**config.mk**
```make
export PLATFORM = sky130hd
export DESIGN_NAME = predet_counter
export DESIGN_NICKNAME = d
export VERILOG_FILES = /design/src/rtl/predet_pkg.sv /design/src/rtl/predet_prescaler.sv /design/src/rtl/predet_bcd_step.sv /design/src/rtl/predet_hold_fsm.sv /design/src/rtl/predet_counter.sv
export SDC_FILE = /design/constraint.sdc
export NUM_CORES = 1
export LEC_CHECK = 0
export ABC_AREA = 1
export CORE_MARGIN = 8
export CORE_UTILIZATION = 53
export DETAILED_ROUTE_END_ITERATION = 12
export PLACE_DENSITY = 0.84
export REMOVE_ABC_BUFFERS = 1
export SLEW_MARGIN = 30
export SYNTH_ARGS = -nofsm -noshare
export SYNTH_HDL_FRONTEND = slang
export SYNTH_SLANG_ARGS = --single-unit
```
**constraint.sdc**
```tcl
create_clock -name clk -period 2.6 [get_ports clk]
set_input_delay 0.26 -clock clk [delete_from_list [all_inputs] [get_ports clk]]
set_output_delay 0.26 -clock clk [all_outputs]
set_load 0.005 [all_outputs]
```
**src/rtl/predet_pkg.sv**
```systemverilog
package predet_pkg;

    typedef enum logic [1:0] {
        S_RUN   = 2'd0,
        S_ZHOLD = 2'd1,
        S_MHOLD = 2'd2
    } hold_state_t;

    localparam int PS_W = 3;

    function automatic logic [PS_W-1:0] div_limit(input logic [1:0] sel);
        unique case (sel)
            2'b01:   div_limit = 3'd5;
            2'b10:   div_limit = 3'd6;
            default: div_limit = 3'd1;
        endcase
    endfunction

endpackage

```
**src/rtl/predet_prescaler.sv**
```systemverilog
module predet_prescaler
    import predet_pkg::*;
(
    input  logic       clk,
    input  logic       rst_n,
    input  logic       clr,
    input  logic       stb,
    input  logic [1:0] div_sel,
    output logic       adv
);

    logic [PS_W-1:0] pcnt;
    logic [PS_W-1:0] lim;

    always_comb begin
        lim = div_limit(div_sel);
        adv = stb && (pcnt >= (lim - 3'd1));
    end

    always_ff @(posedge clk or negedge rst_n) begin
        if (!rst_n) begin
            pcnt <= '0;
        end else if (clr) begin
            pcnt <= '0;
        end else if (stb) begin
            if (adv) pcnt <= '0;
            else     pcnt <= pcnt + 3'd1;
        end
    end

    // with ratio one, every strobe advances
    p_div1_every_r4: assert property (@(posedge clk) disable iff (!rst_n)
        (stb && (div_sel == 2'b00 || div_sel == 2'b11)) |-> adv);

    // the strobe tally never exceeds the largest ratio
    p_pcnt_bound_r4: assert property (@(posedge clk) disable iff (!rst_n)
        pcnt < 3'd6);

    // clear empties the tally
    p_clr_tally_r2: assert property (@(posedge clk) disable iff (!rst_n)
        clr |=> pcnt == '0);

endmodule

```
**src/rtl/predet_bcd_step.sv**
```systemverilog
module predet_bcd_step #(
    parameter int DIGITS = 6
) (
    input  logic [4*DIGITS-1:0] cur,
    input  logic                up,
    output logic [4*DIGITS-1:0] nxt
);

    logic [DIGITS:0] ripple;

    assign ripple[0] = 1'b1;

    for (genvar g = 0; g < DIGITS; g++) begin : g_dec
        logic [3:0] d;
        logic [3:0] dn;
        logic       rout;

        assign d = cur[4*g +: 4];

        always_comb begin
            dn   = d;
            rout = 1'b0;
            if (ripple[g]) begin
                if (up) begin
                    if (d >= 4'd9) begin
                        dn   = 4'd0;
                        rout = 1'b1;
                    end else begin
                        dn = d + 4'd1;
                    end
                end else begin
                    if (d == 4'd0) begin
                        dn   = 4'd9;
                        rout = 1'b1;
                    end else begin
                        dn = d - 4'd1;
                    end
                end
            end
        end

        assign nxt[4*g +: 4] = dn;
        assign ripple[g+1]   = rout;
    end

endmodule

```
**src/rtl/predet_hold_fsm.sv**
```systemverilog
module predet_hold_fsm
    import predet_pkg::*;
#(
    parameter int HOLD_CYC = 2
) (
    input  logic clk,
    input  logic rst_n,
    input  logic clr,
    input  logic zero_rl,
    input  logic main_rl,
    output logic zhold,
    output logic mhold
);

    localparam int TW = $clog2(HOLD_CYC + 1);
    localparam logic [TW-1:0] T_START = TW'(HOLD_CYC - 1);

    hold_state_t state, state_n;
    logic [TW-1:0] tmr, tmr_n;

    always_comb begin
        state_n = state;
        tmr_n   = tmr;
        if (clr) begin
            state_n = S_RUN;
            tmr_n   = '0;
        end else if (zero_rl) begin
            state_n = S_ZHOLD;
            tmr_n   = T_START;
        end else if (main_rl) begin
            state_n = S_MHOLD;
            tmr_n   = T_START;
        end else begin
            unique case (state)
                S_RUN: begin
                    tmr_n = '0;
                end
                S_ZHOLD, S_MHOLD: begin
                    if (tmr <= TW'(1)) begin
                        state_n = S_RUN;
                        tmr_n   = '0;
                    end else begin
                        tmr_n = tmr - TW'(1);
                    end
                end
                default: begin
                    state_n = S_RUN;
                    tmr_n   = '0;
                end
            endcase
        end
    end

    always_ff @(posedge clk or negedge rst_n) begin
        if (!rst_n) begin
            state <= S_RUN;
            tmr   <= '0;
        end else begin
            state <= state_n;
            tmr   <= tmr_n;
        end
    end

    always_comb begin
        zhold = 1'b0;
        mhold = 1'b0;
        unique case (state)
            S_ZHOLD: zhold = 1'b1;
            S_MHOLD: mhold = 1'b1;
            default: ;
        endcase
    end

    initial begin
        if (HOLD_CYC < 2) $error("HOLD_CYC must be at least 2");
    end

    // a zero reload starts the zero hold
    p_zhold_start_r6: assert property (@(posedge clk) disable iff (!rst_n)
        (zero_rl && !clr) |=> zhold);

    // a main clear starts the main hold
    p_mhold_start_r8: assert property (@(posedge clk) disable iff (!rst_n)
        (main_rl && !zero_rl && !clr) |=> mhold);

    // clear ends any hold
    p_hold_clr_r2: assert property (@(posedge clk) disable iff (!rst_n)
        clr |=> (!zhold && !mhold));

endmodule

```
**src/rtl/predet_counter.sv**
```systemverilog
module predet_counter
    import predet_pkg::*;
#(
    parameter int DIGITS   = 6,
    parameter int HOLD_CYC = 2
) (
    input  logic                clk,
    input  logic                rst_n,
    input  logic                clr,
    input  logic                cnt_stb,
    input  logic                dir_up,
    input  logic                load_pre,
    input  logic                auto_mode,
    input  logic [1:0]          div_sel,
    input  logic [4*DIGITS-1:0] preset_bcd,
    input  logic [4*DIGITS-1:0] main_bcd,
    input  logic [4*DIGITS-1:0] warn_bcd,
    output logic [4*DIGITS-1:0] count_bcd,
    output logic                zero_out,
    output logic                main_out,
    output logic                warn_out
);

    localparam int CW = 4 * DIGITS;

    logic [CW-1:0] count_r;
    logic [CW-1:0] step_val;
    logic          adv;
    logic          stepped_dn, stepped_up;
    logic          main_lat, warn_lat;
    logic          is_zero, at_main;
    logic          zero_rl, main_rl;
    logic          zero_rl_eff, main_rl_eff;
    logic          step_en;
    logic          zhold, mhold;

    predet_prescaler u_pre (
        .clk     (clk),
        .rst_n   (rst_n),
        .clr     (clr),
        .stb     (cnt_stb),
        .div_sel (div_sel),
        .adv     (adv)
    );

    predet_bcd_step #(.DIGITS(DIGITS)) u_step (
        .cur (count_r),
        .up  (dir_up),
        .nxt (step_val)
    );

    predet_hold_fsm #(.HOLD_CYC(HOLD_CYC)) u_hold (
        .clk     (clk),
        .rst_n   (rst_n),
        .clr     (clr),
        .zero_rl (zero_rl_eff),
        .main_rl (main_rl_eff),
        .zhold   (zhold),
        .mhold   (mhold)
    );

    always_comb begin
        is_zero     = (count_r == '0);
        at_main     = (count_r == main_bcd);
        zero_rl     = auto_mode && stepped_dn && is_zero;
        main_rl     = auto_mode && stepped_up && at_main;
        zero_rl_eff = zero_rl && !load_pre;
        main_rl_eff = main_rl && !load_pre;
        step_en     = adv && !clr && !load_pre && !zero_rl && !main_rl;
    end

    always_ff @(posedge clk or negedge rst_n) begin
        if (!rst_n) begin
            count_r <= '0;
        end else if (clr) begin
            count_r <= '0;
        end else if (load_pre || zero_rl) begin
            count_r <= preset_bcd;
        end else if (main_rl) begin
            count_r <= '0;
        end else if (step_en) begin
            count_r <= step_val;
        end
    end

    always_ff @(posedge clk or negedge rst_n) begin
        if (!rst_n) begin
            stepped_dn <= 1'b0;
            stepped_up <= 1'b0;
        end else begin
            stepped_dn <= step_en && !dir_up;
            stepped_up <= step_en && dir_up;
        end
    end

    always_ff @(posedge clk or negedge rst_n) begin
        if (!rst_n) begin
            main_lat <= 1'b0;
        end else if (clr || main_rl_eff) begin
            main_lat <= 1'b0;
        end else if (step_en && (step_val == main_bcd)) begin
            main_lat <= 1'b1;
        end else if (cnt_stb) begin
            main_lat <= 1'b0;
        end
    end

    always_ff @(posedge clk or negedge rst_n) begin
        if (!rst_n) begin
            warn_lat <= 1'b0;
        end else if (clr || load_pre) begin
            warn_lat <= 1'b0;
        end else if (step_en && (step_val == warn_bcd)) begin
            warn_lat <= 1'b1;
        end else if (cnt_stb) begin
            warn_lat <= 1'b0;
        end
    end

    assign count_bcd = count_r;
    assign zero_out  = is_zero || zhold;
    assign main_out  = main_lat || mhold;
    assign warn_out  = warn_lat;

    for (genvar g = 0; g < DIGITS; g++) begin : g_chk
        // every digit stays a decimal digit
        p_digit_ok_r1: assert property (@(posedge clk) disable iff (!rst_n)
            count_r[4*g +: 4] <= 4'd9);
    end

    // clear empties count and flags
    p_clr_state_r2: assert property (@(posedge clk) disable iff (!rst_n)
        clr |=> (count_bcd == '0 && !main_out && !warn_out));

    // load copies the reload value
    p_load_val_r3: assert property (@(posedge clk) disable iff (!rst_n)
        (!clr && load_pre) |=> count_bcd == $past(preset_bcd));

    // manual zero is held without load or advance
    p_manual_zero_r7: assert property (@(posedge clk) disable iff (!rst_n)
        (!auto_mode && count_bcd == '0 && !cnt_stb && !load_pre && !clr)
        |=> (count_bcd == '0 && zero_out));

    // automatic clear after a main match
    p_auto_main_r8: assert property (@(posedge clk) disable iff (!rst_n)
        (main_rl && !clr && !load_pre) |=> (count_bcd == '0 && main_out));

    // warning drops on clear or load
    p_warn_clear_r10: assert property (@(posedge clk) disable iff (!rst_n)
        (clr || load_pre) |=> !warn_out);

endmodule

```
==> flow_summary.json, run 1 <==
{
  "ys_top_cells_by_area": "nand2_1 (22%), dfrtp_1 (18%), nand3_1 (9.2%)",
  "setup_slack_ns": 0.1381,
  "io_pins": 108,
  "antenna_found_initial": 0,
  "crit_slowest_cell": "dfrtp_1",
  "cts_tree": "yes",
  "ctsRootBufferMaster": "clkbuf_8",
  "synth_flop_cell": "dfrtp_1",
  "diodes": 0,
  "finalClockSkew_ns": 0.01050,
  "crit_top_cell": "nand2_1",
  "netlist_area_um2": 4937,
  "synth.most_common_cell": "nand2_1",
  "crit_fanout": 11,
  "cts_buffer_depth": 2,
  "grt_pass1_vias": 5776,
  "worstPathCellList": "inv_1, ha_4, nand3_1, nor2_1, nand4_1, buf_4, nor2_2, inv_1, nand4_2, nand2_1, nand2_1, inv_2, buf_12, nand2_1, o21ai_0",
  "seq_power_share_pct": 27.6,
  "yosys_warnings": 0,
  "p_clk_share_pct": 18.9,
  "max_stage_delay_ns": 0.43,
  "max_freq_mhz": 406.2,
  "dp_slack_ns": 0.03688,
  "crit_path_end_kind": "flip-flop",
  "worstMarginPinSlew_ns": 0.8730,
  "core_um2": 9153,
  "drtIter0Drc": 470,
  "grt_overflow": 0,
  "setup_violations": 0,
  "dr_total_vias": 6008,
  "yosysSeqAreaShare_pct": 17.74,
  "start_util_pct": 53.94,
  "first_pass_iters": 5,
  "portBuffers": 107,
  "crit_type": "flip-flop to flip-flop",
  "ctsHoldBuffers": 0,
  "gp_congestion": 0.9740,
  "p_total_w": 0.002239,
  "p_leak_nw": 3.408,
  "peakVddDrop_uv": 204.8,
  "dieHeight_um": 112.5,
  "synth_top_area_cell": "nand2_1",
  "cp-start-kind": "flip-flop",
  "power_switching_w": 0.0009599,
  "timing.slew.headroom_pct": 41.80,
  "clock_latency_ns": 0.30,
  "synth_enable_flop_cells": 0,
  "outcome": "finished, final reports clean",
  "drc": 0,
  "wirelength_um": 16790,
  "cp.arrival_ns": 2.64,
  "grt_max_degree": 36,
  "track_usage_pct": 25.86,
  "rows": 35,
  "dp_cells": 1066,
  "finalHoldViolCount": 0,
  "min_period_ns": 2.462,
  "combPwrFrac_pct": 53.6,
  "holdWs_ns": 0.06306,
  "finish.utilization_pct": 72.62,
  "numClockSinks": 35,
  "post_drt_wl_per_cell_um": 15.52,
  "ys_async_sr_fraction_pct": 100.0,
  "critPathBufInv": 5,
  "cts_buffers": 5,
  "synth_top_area_share_pct": 22.20,
  "fin_crit_sh_pct": 94.69,
  "p_int_w": 0.001279,
  "path_clk_slew_ns": 0.09,
  "crit_required_ns": 2.77,
  "die_w_um": 112.5,
  "cp_top_family": "simple AND/OR/NAND/NOR gates",
  "grt_pass1_wl_um": 27100,
  "ys_seq_elements": 35,
  "netSwitchingFraction_pct": 42.87,
  "die_area_um2": 12660,
  "stdcell_count": 1082,
  "post_drt_via_cell_ratio": 5.553,
  "synth_commonest_cells": "nand2_1 (292), nand3_1 (91), inv_1 (89)",
  "ant_nets": 0,
  "p_per_area_nw_per_um2": 336.9,
  "max-cap-violations": 0,
  "syn_inst": 820,
  "h-tree-depth": 2,
  "drv_slew": 0,
  "place_hpwl_um": 13170,
  "drive_above_1_share_pct": 14.11,
  "area_delta_synth_final_pct": 34.62,
  "syn_area_per_cell_um2": 6.021,
  "fin_nets": 1079,
  "hold_class": "primary input to async pin",
  "ys_types": 49
}
-- logic make-up (layout without fill, tap and decap cells) --
family,Yosys count,in the layout,synth area share (%)
buffers and inverters,122,272,11.28
AND/OR/NAND/NOR,530,531,50.58
XOR/XNOR,21,21,3.725
flip-flops,35,35,17.74
adder cells (fa/ha/maj),28,28,7.096
AO/OA/AOI/OAI,84,84,9.579
-- layout by cell type (no fill, tap or decap), types with 16 or more instances in the layout --
| cell | Yosys | routed |
|---|---|---|
| nor2_1 | 62 | 59 |
| nand2_1 | 292 | 290 |
| nand3_1 | 91 | 89 |
| ha_1 | 28 | 23 |
| nand4_1 | 20 | 20 |
| buf_4 | 1 | 46 |
| inv_2 | 12 | 16 |
| dfrtp_1 | 35 | 34 |
| nand3b_1 | 19 | 19 |
| inv_1 | 89 | 85 |
| o21ai_1 | 19 | 20 |
| clkdlybuf4s50_1 | 0 | 106 |
| o21ai_0 | 38 | 37 |
-- final timing paths --
| check | start | end | slack (ns) | depth (start not counted) |
|---|---|---|---|---|
| max | count_bcd[8]$_DFFE_PN0P_ | count_bcd[9]$_DFFE_PN0P_ | 0.14 | 15 |
| min | rst_n | u_hold.state[1]$_DFFE_PN0P_ | 0.06 | 1 |
| max reg2reg | count_bcd[8]$_DFFE_PN0P_ | count_bcd[9]$_DFFE_PN0P_ | 0.14 | 15 |
| min reg2reg | warn_out$_DFFE_PN0P_ | warn_out$_DFFE_PN0P_ | 0.55 | 2 |
| max in group asynchronous | rst_n | count_bcd[0]$_DFFE_PN0P_ | 1.95 | 1 |
| min in group clk | warn_out$_DFFE_PN0P_ | warn_out$_DFFE_PN0P_ | 0.55 | 2 |
-- sequential cells by signal, summed over array words and instances (netlist names) --
register,cells
stepped_up,1
count_bcd,24
u_pre.pcnt,3
warn_out,1
u_hold.state,2
stepped_dn,1
main_lat,1
u_hold.tmr,2
-- final cells by class --
class / instances / area [um2]
well taps: 111 / 138.9
flip-flops and latches: 35 / 877.1
repair buffers: 159 / 1531
clock inverters: 3 / 20.02
fillers: 768 / 2506
inverters: 105 / 414.1
clock buffers: 5 / 68.82
multi-input cells: 664 / 3596
-- power by group through the flow --
stage	combinational, W	clock [W]	sequential, W
after floorplan	0.000647	0	0.000631
after global placement	0.00111	0	0.000625
after detailed placement	0.00113	0	0.000626
after CTS	0.00114	0.000422	0.000615
after global routing	0.00132	0.000442	0.000621
final	0.00120	0.000423	0.000617
-- timing repair --
action                                  4_1_cts  5_1_grt
buffers inserted                              0        7
endpoints found under the setup margin        0        8
resized for setup                             0       24
-- stage by stage --
step	instance area, um2	TNS (ns)
3_3_place_gp	6412	0
3_5_place_dp	6412	0
6_report	6646	0
5_1_grt	6646	-0.005757
4_1_cts	6501	0
2_1_floorplan	4795	0
-- layer usage --
layer	track usage [%]	wire, um	up-vias
met5	0	0	-
met4	11.87	691	0
met2	43.03	7672	322
met1	31.19	6934	2647
li1	-	-	2967
met3	5.636	1495	72
(Power assumes the default switching activity.)
==> run 2, diff against run 1 <==
--- a/config.mk
+++ b/config.mk
@@ -11,7 +11,7 @@
 export DETAILED_ROUTE_END_ITERATION = 12
 export PLACE_DENSITY = 0.84
 export REMOVE_ABC_BUFFERS = 1
-export SLEW_MARGIN = 30
+export SLEW_MARGIN = 10
 export SYNTH_ARGS = -nofsm -noshare
 export SYNTH_HDL_FRONTEND = slang
 export SYNTH_SLANG_ARGS = --single-unit
==> results of run 2 <==
Same layout as run 1: the final DEF is identical, and so are final timing and power.
==> run 3, diff against run 2 <==
--- a/config.mk
+++ b/config.mk
@@ -7,9 +7,10 @@
 export LEC_CHECK = 0
 export ABC_AREA = 1
 export CORE_MARGIN = 8
-export CORE_UTILIZATION = 53
+export CORE_UTILIZATION = 25
+export CTS_BUF_LIST = sky130_fd_sc_hd__clkbuf_2 sky130_fd_sc_hd__clkbuf_4 sky130_fd_sc_hd__clkbuf_8
 export DETAILED_ROUTE_END_ITERATION = 12
-export PLACE_DENSITY = 0.84
+export PLACE_DENSITY = 0.46
 export REMOVE_ABC_BUFFERS = 1
 export SLEW_MARGIN = 10
 export SYNTH_ARGS = -nofsm -noshare
==> run 3 against run 2 <==
Final area up 11%. Worst hold slack gained 0.034 ns. Final cell count is 20% higher. Power is 11% higher. Clock power is 32% higher. Sequential power about the same. Routed wire length is 18% higher. Worst setup slack worse by 0.0018 ns. Critical path type is now flip-flop to primary output. Critical endpoint is now zero_out. Largest power group unchanged.
==> flow_summary.json, run 3 (synthesized netlist as in run 1, its figures left out) <==
{
  "path_clk_slew_ns": 0.08,
  "timing.slew.headroom_pct": 35.92,
  "p_leak_nw": 3.736,
  "post_drt_wl_per_cell_um": 15.24,
  "hold_class": "primary input to async pin",
  "rows": 51,
  "stdcell_count": 1298,
  "fin_crit_sh_pct": 94.76,
  "crit_type": "flip-flop to primary output",
  "place_hpwl_um": 16210,
  "outcome": "finished, final reports clean",
  "p_per_area_nw_per_um2": 337.9,
  "dieHeight_um": 156.5,
  "ant_nets": 0,
  "gp_congestion": 0.8519,
  "wirelength_um": 19790,
  "area_delta_synth_final_pct": 49.11,
  "min_period_ns": 2.464,
  "clock_latency_ns": 0.32,
  "max_freq_mhz": 405.9,
  "dp_cells": 1277,
  "diodes": 0,
  "peakVddDrop_uv": 157.6,
  "post_drt_via_cell_ratio": 4.538,
  "crit_fanout": 4,
  "grt_pass1_wl_um": 31080,
  "cts_tree": "yes",
  "dr_total_vias": 5890,
  "ctsHoldBuffers": 0,
  "grt_overflow": 0,
  "worstMarginPinSlew_ns": 0.9612,
  "drtIter0Drc": 276,
  "crit_path_end_kind": "primary output",
  "ctsRootBufferMaster": "clkbuf_8",
  "cp.arrival_ns": 2.20,
  "crit_required_ns": 2.34,
  "track_usage_pct": 16.21,
  "grt_max_degree": 36,
  "finalHoldViolCount": 0,
  "timing.critical_path.from": "count_bcd[12]$_DFFE_PN0P_",
  "h-tree-depth": 2,
  "grt_pass1_vias": 5773,
  "n_fill_cell": 2159,
  "die_w_um": 156.5,
  "largest_reg_flops": 24,
  "first_pass_iters": 5,
  "drive_above_1_share_pct": 19.75,
  "die_area_um2": 24500,
  "cp-start-kind": "flip-flop",
  "numClockSinks": 35,
  "final_common_cell": "nand2_1",
  "cts_buffer_depth": 2,
  "rsz0062_at_grt": "yes",
  "finalClockSkew_ns": 0.01103,
  "antenna_found_initial": 0,
  "portBuffers": 107,
  "drv_slew": 0,
  "setup_violations": 0,
  "finish.utilization_pct": 37.95,
  "final_cell_mix": "nand2_1 (291), clkdlybuf4s50_1 (106), buf_4 (105)",
  "core_um2": 19400,
  "cts_buffers": 5,
  "max-cap-violations": 0,
  "fin_nets": 1141,
  "r2r_start": "count_bcd[4]$_DFFE_PN0P_",
  "io_pins": 108,
  "start_util_pct": 25.45,
  "drc": 0
}
run 3: per-stage QoR:
| step | cell area (um2) | power, W | setup TNS (ns) | setup slack, ns | hold slack, ns |
|---|---|---|---|---|---|
| floorplan | 4795 | 0.001278 | 0 | 0.2962 | -0.03559 |
| global placement | 7046 | 0.001903 | -0.1529 | -0.09143 | 0.4734 |
| detailed placement | 7046 | 0.001896 | -0.08391 | -0.08391 | 0.4934 |
| CTS | 7179 | 0.002488 | 0 | 0.003515 | 0.1243 |
| global route | 7362 | 0.002685 | -0.02003 | -0.02003 | 0.1618 |
| finish | 7362 | 0.002488 | 0 | 0.1363 | 0.09680 |
run 3: report_power, final:
part / total (W) / internal (W) / switching (W)
clock: 0.000558 / 0.000311 / 0.000248
combinational: 0.00131 / 0.000608 / 0.000705
sequential: 0.000617 / 0.000573 / 0.0000440
total: 0.00249 / 0.00149 / 0.000997
run 3: per-layer routing:
layer  part of all wire (%)  up-vias  track usage [%]
li1                       -     3079                -
met1                     47     2647            21.08
met2                     46      147            27.09
met3                    5.7       17            3.365
met4                    1.3        0            3.387
met5                      0        -                0
run 3: cell type report:
cell class                      count  area, um2  share of cell area [%]
Timing Repair Buffer              222       2037                   27.67
Clock buffer                        6      82.58                   1.122
Inverter                          105      414.1                   5.625
Clock inverter                      2      35.03                  0.4759
Sequential cell                    35      879.6                   11.95
Multi-Input combinational cell    663       3582                   48.66
Tap cell                          265      331.6                   4.504
run 3: what timing repair did:
item                       in CTS  in global routing
setup endpoints to repair       1                  3
gates resized for setup         8                 23
setup buffers                   0                 13
pin swaps                       0                  9
run 3: final timing paths:
| path | to | slack (ns) | cells past startpoint |
|---|---|---|---|
| max | zero_out | 0.14 | 9 |
| min | count_bcd[17]$_DFFE_PN0P_ | 0.1 | 1 |
| max reg2reg | warn_out$_DFFE_PN0P_ | 0.15 | 18 |
| min reg2reg | u_hold.tmr[1]$_DFF_PN0_ | 0.54 | 2 |
| max in group asynchronous | count_bcd[4]$_DFFE_PN0P_ | 1.85 | 1 |
| min in group clk | u_hold.tmr[1]$_DFF_PN0_ | 0.54 | 2 |
run 3: worst max-delay path, cell delays in order (launching register included):
cell and delay, ns:
dfrtp_1 0.43, inv_2 0.10, ha_4 0.14, nand2_2 0.09, nor2_4 0.13, and3_1 0.16
nand4_1 0.14, buf_4 0.17, nand2_1 0.05, clkdlybuf4s50_1 0.49
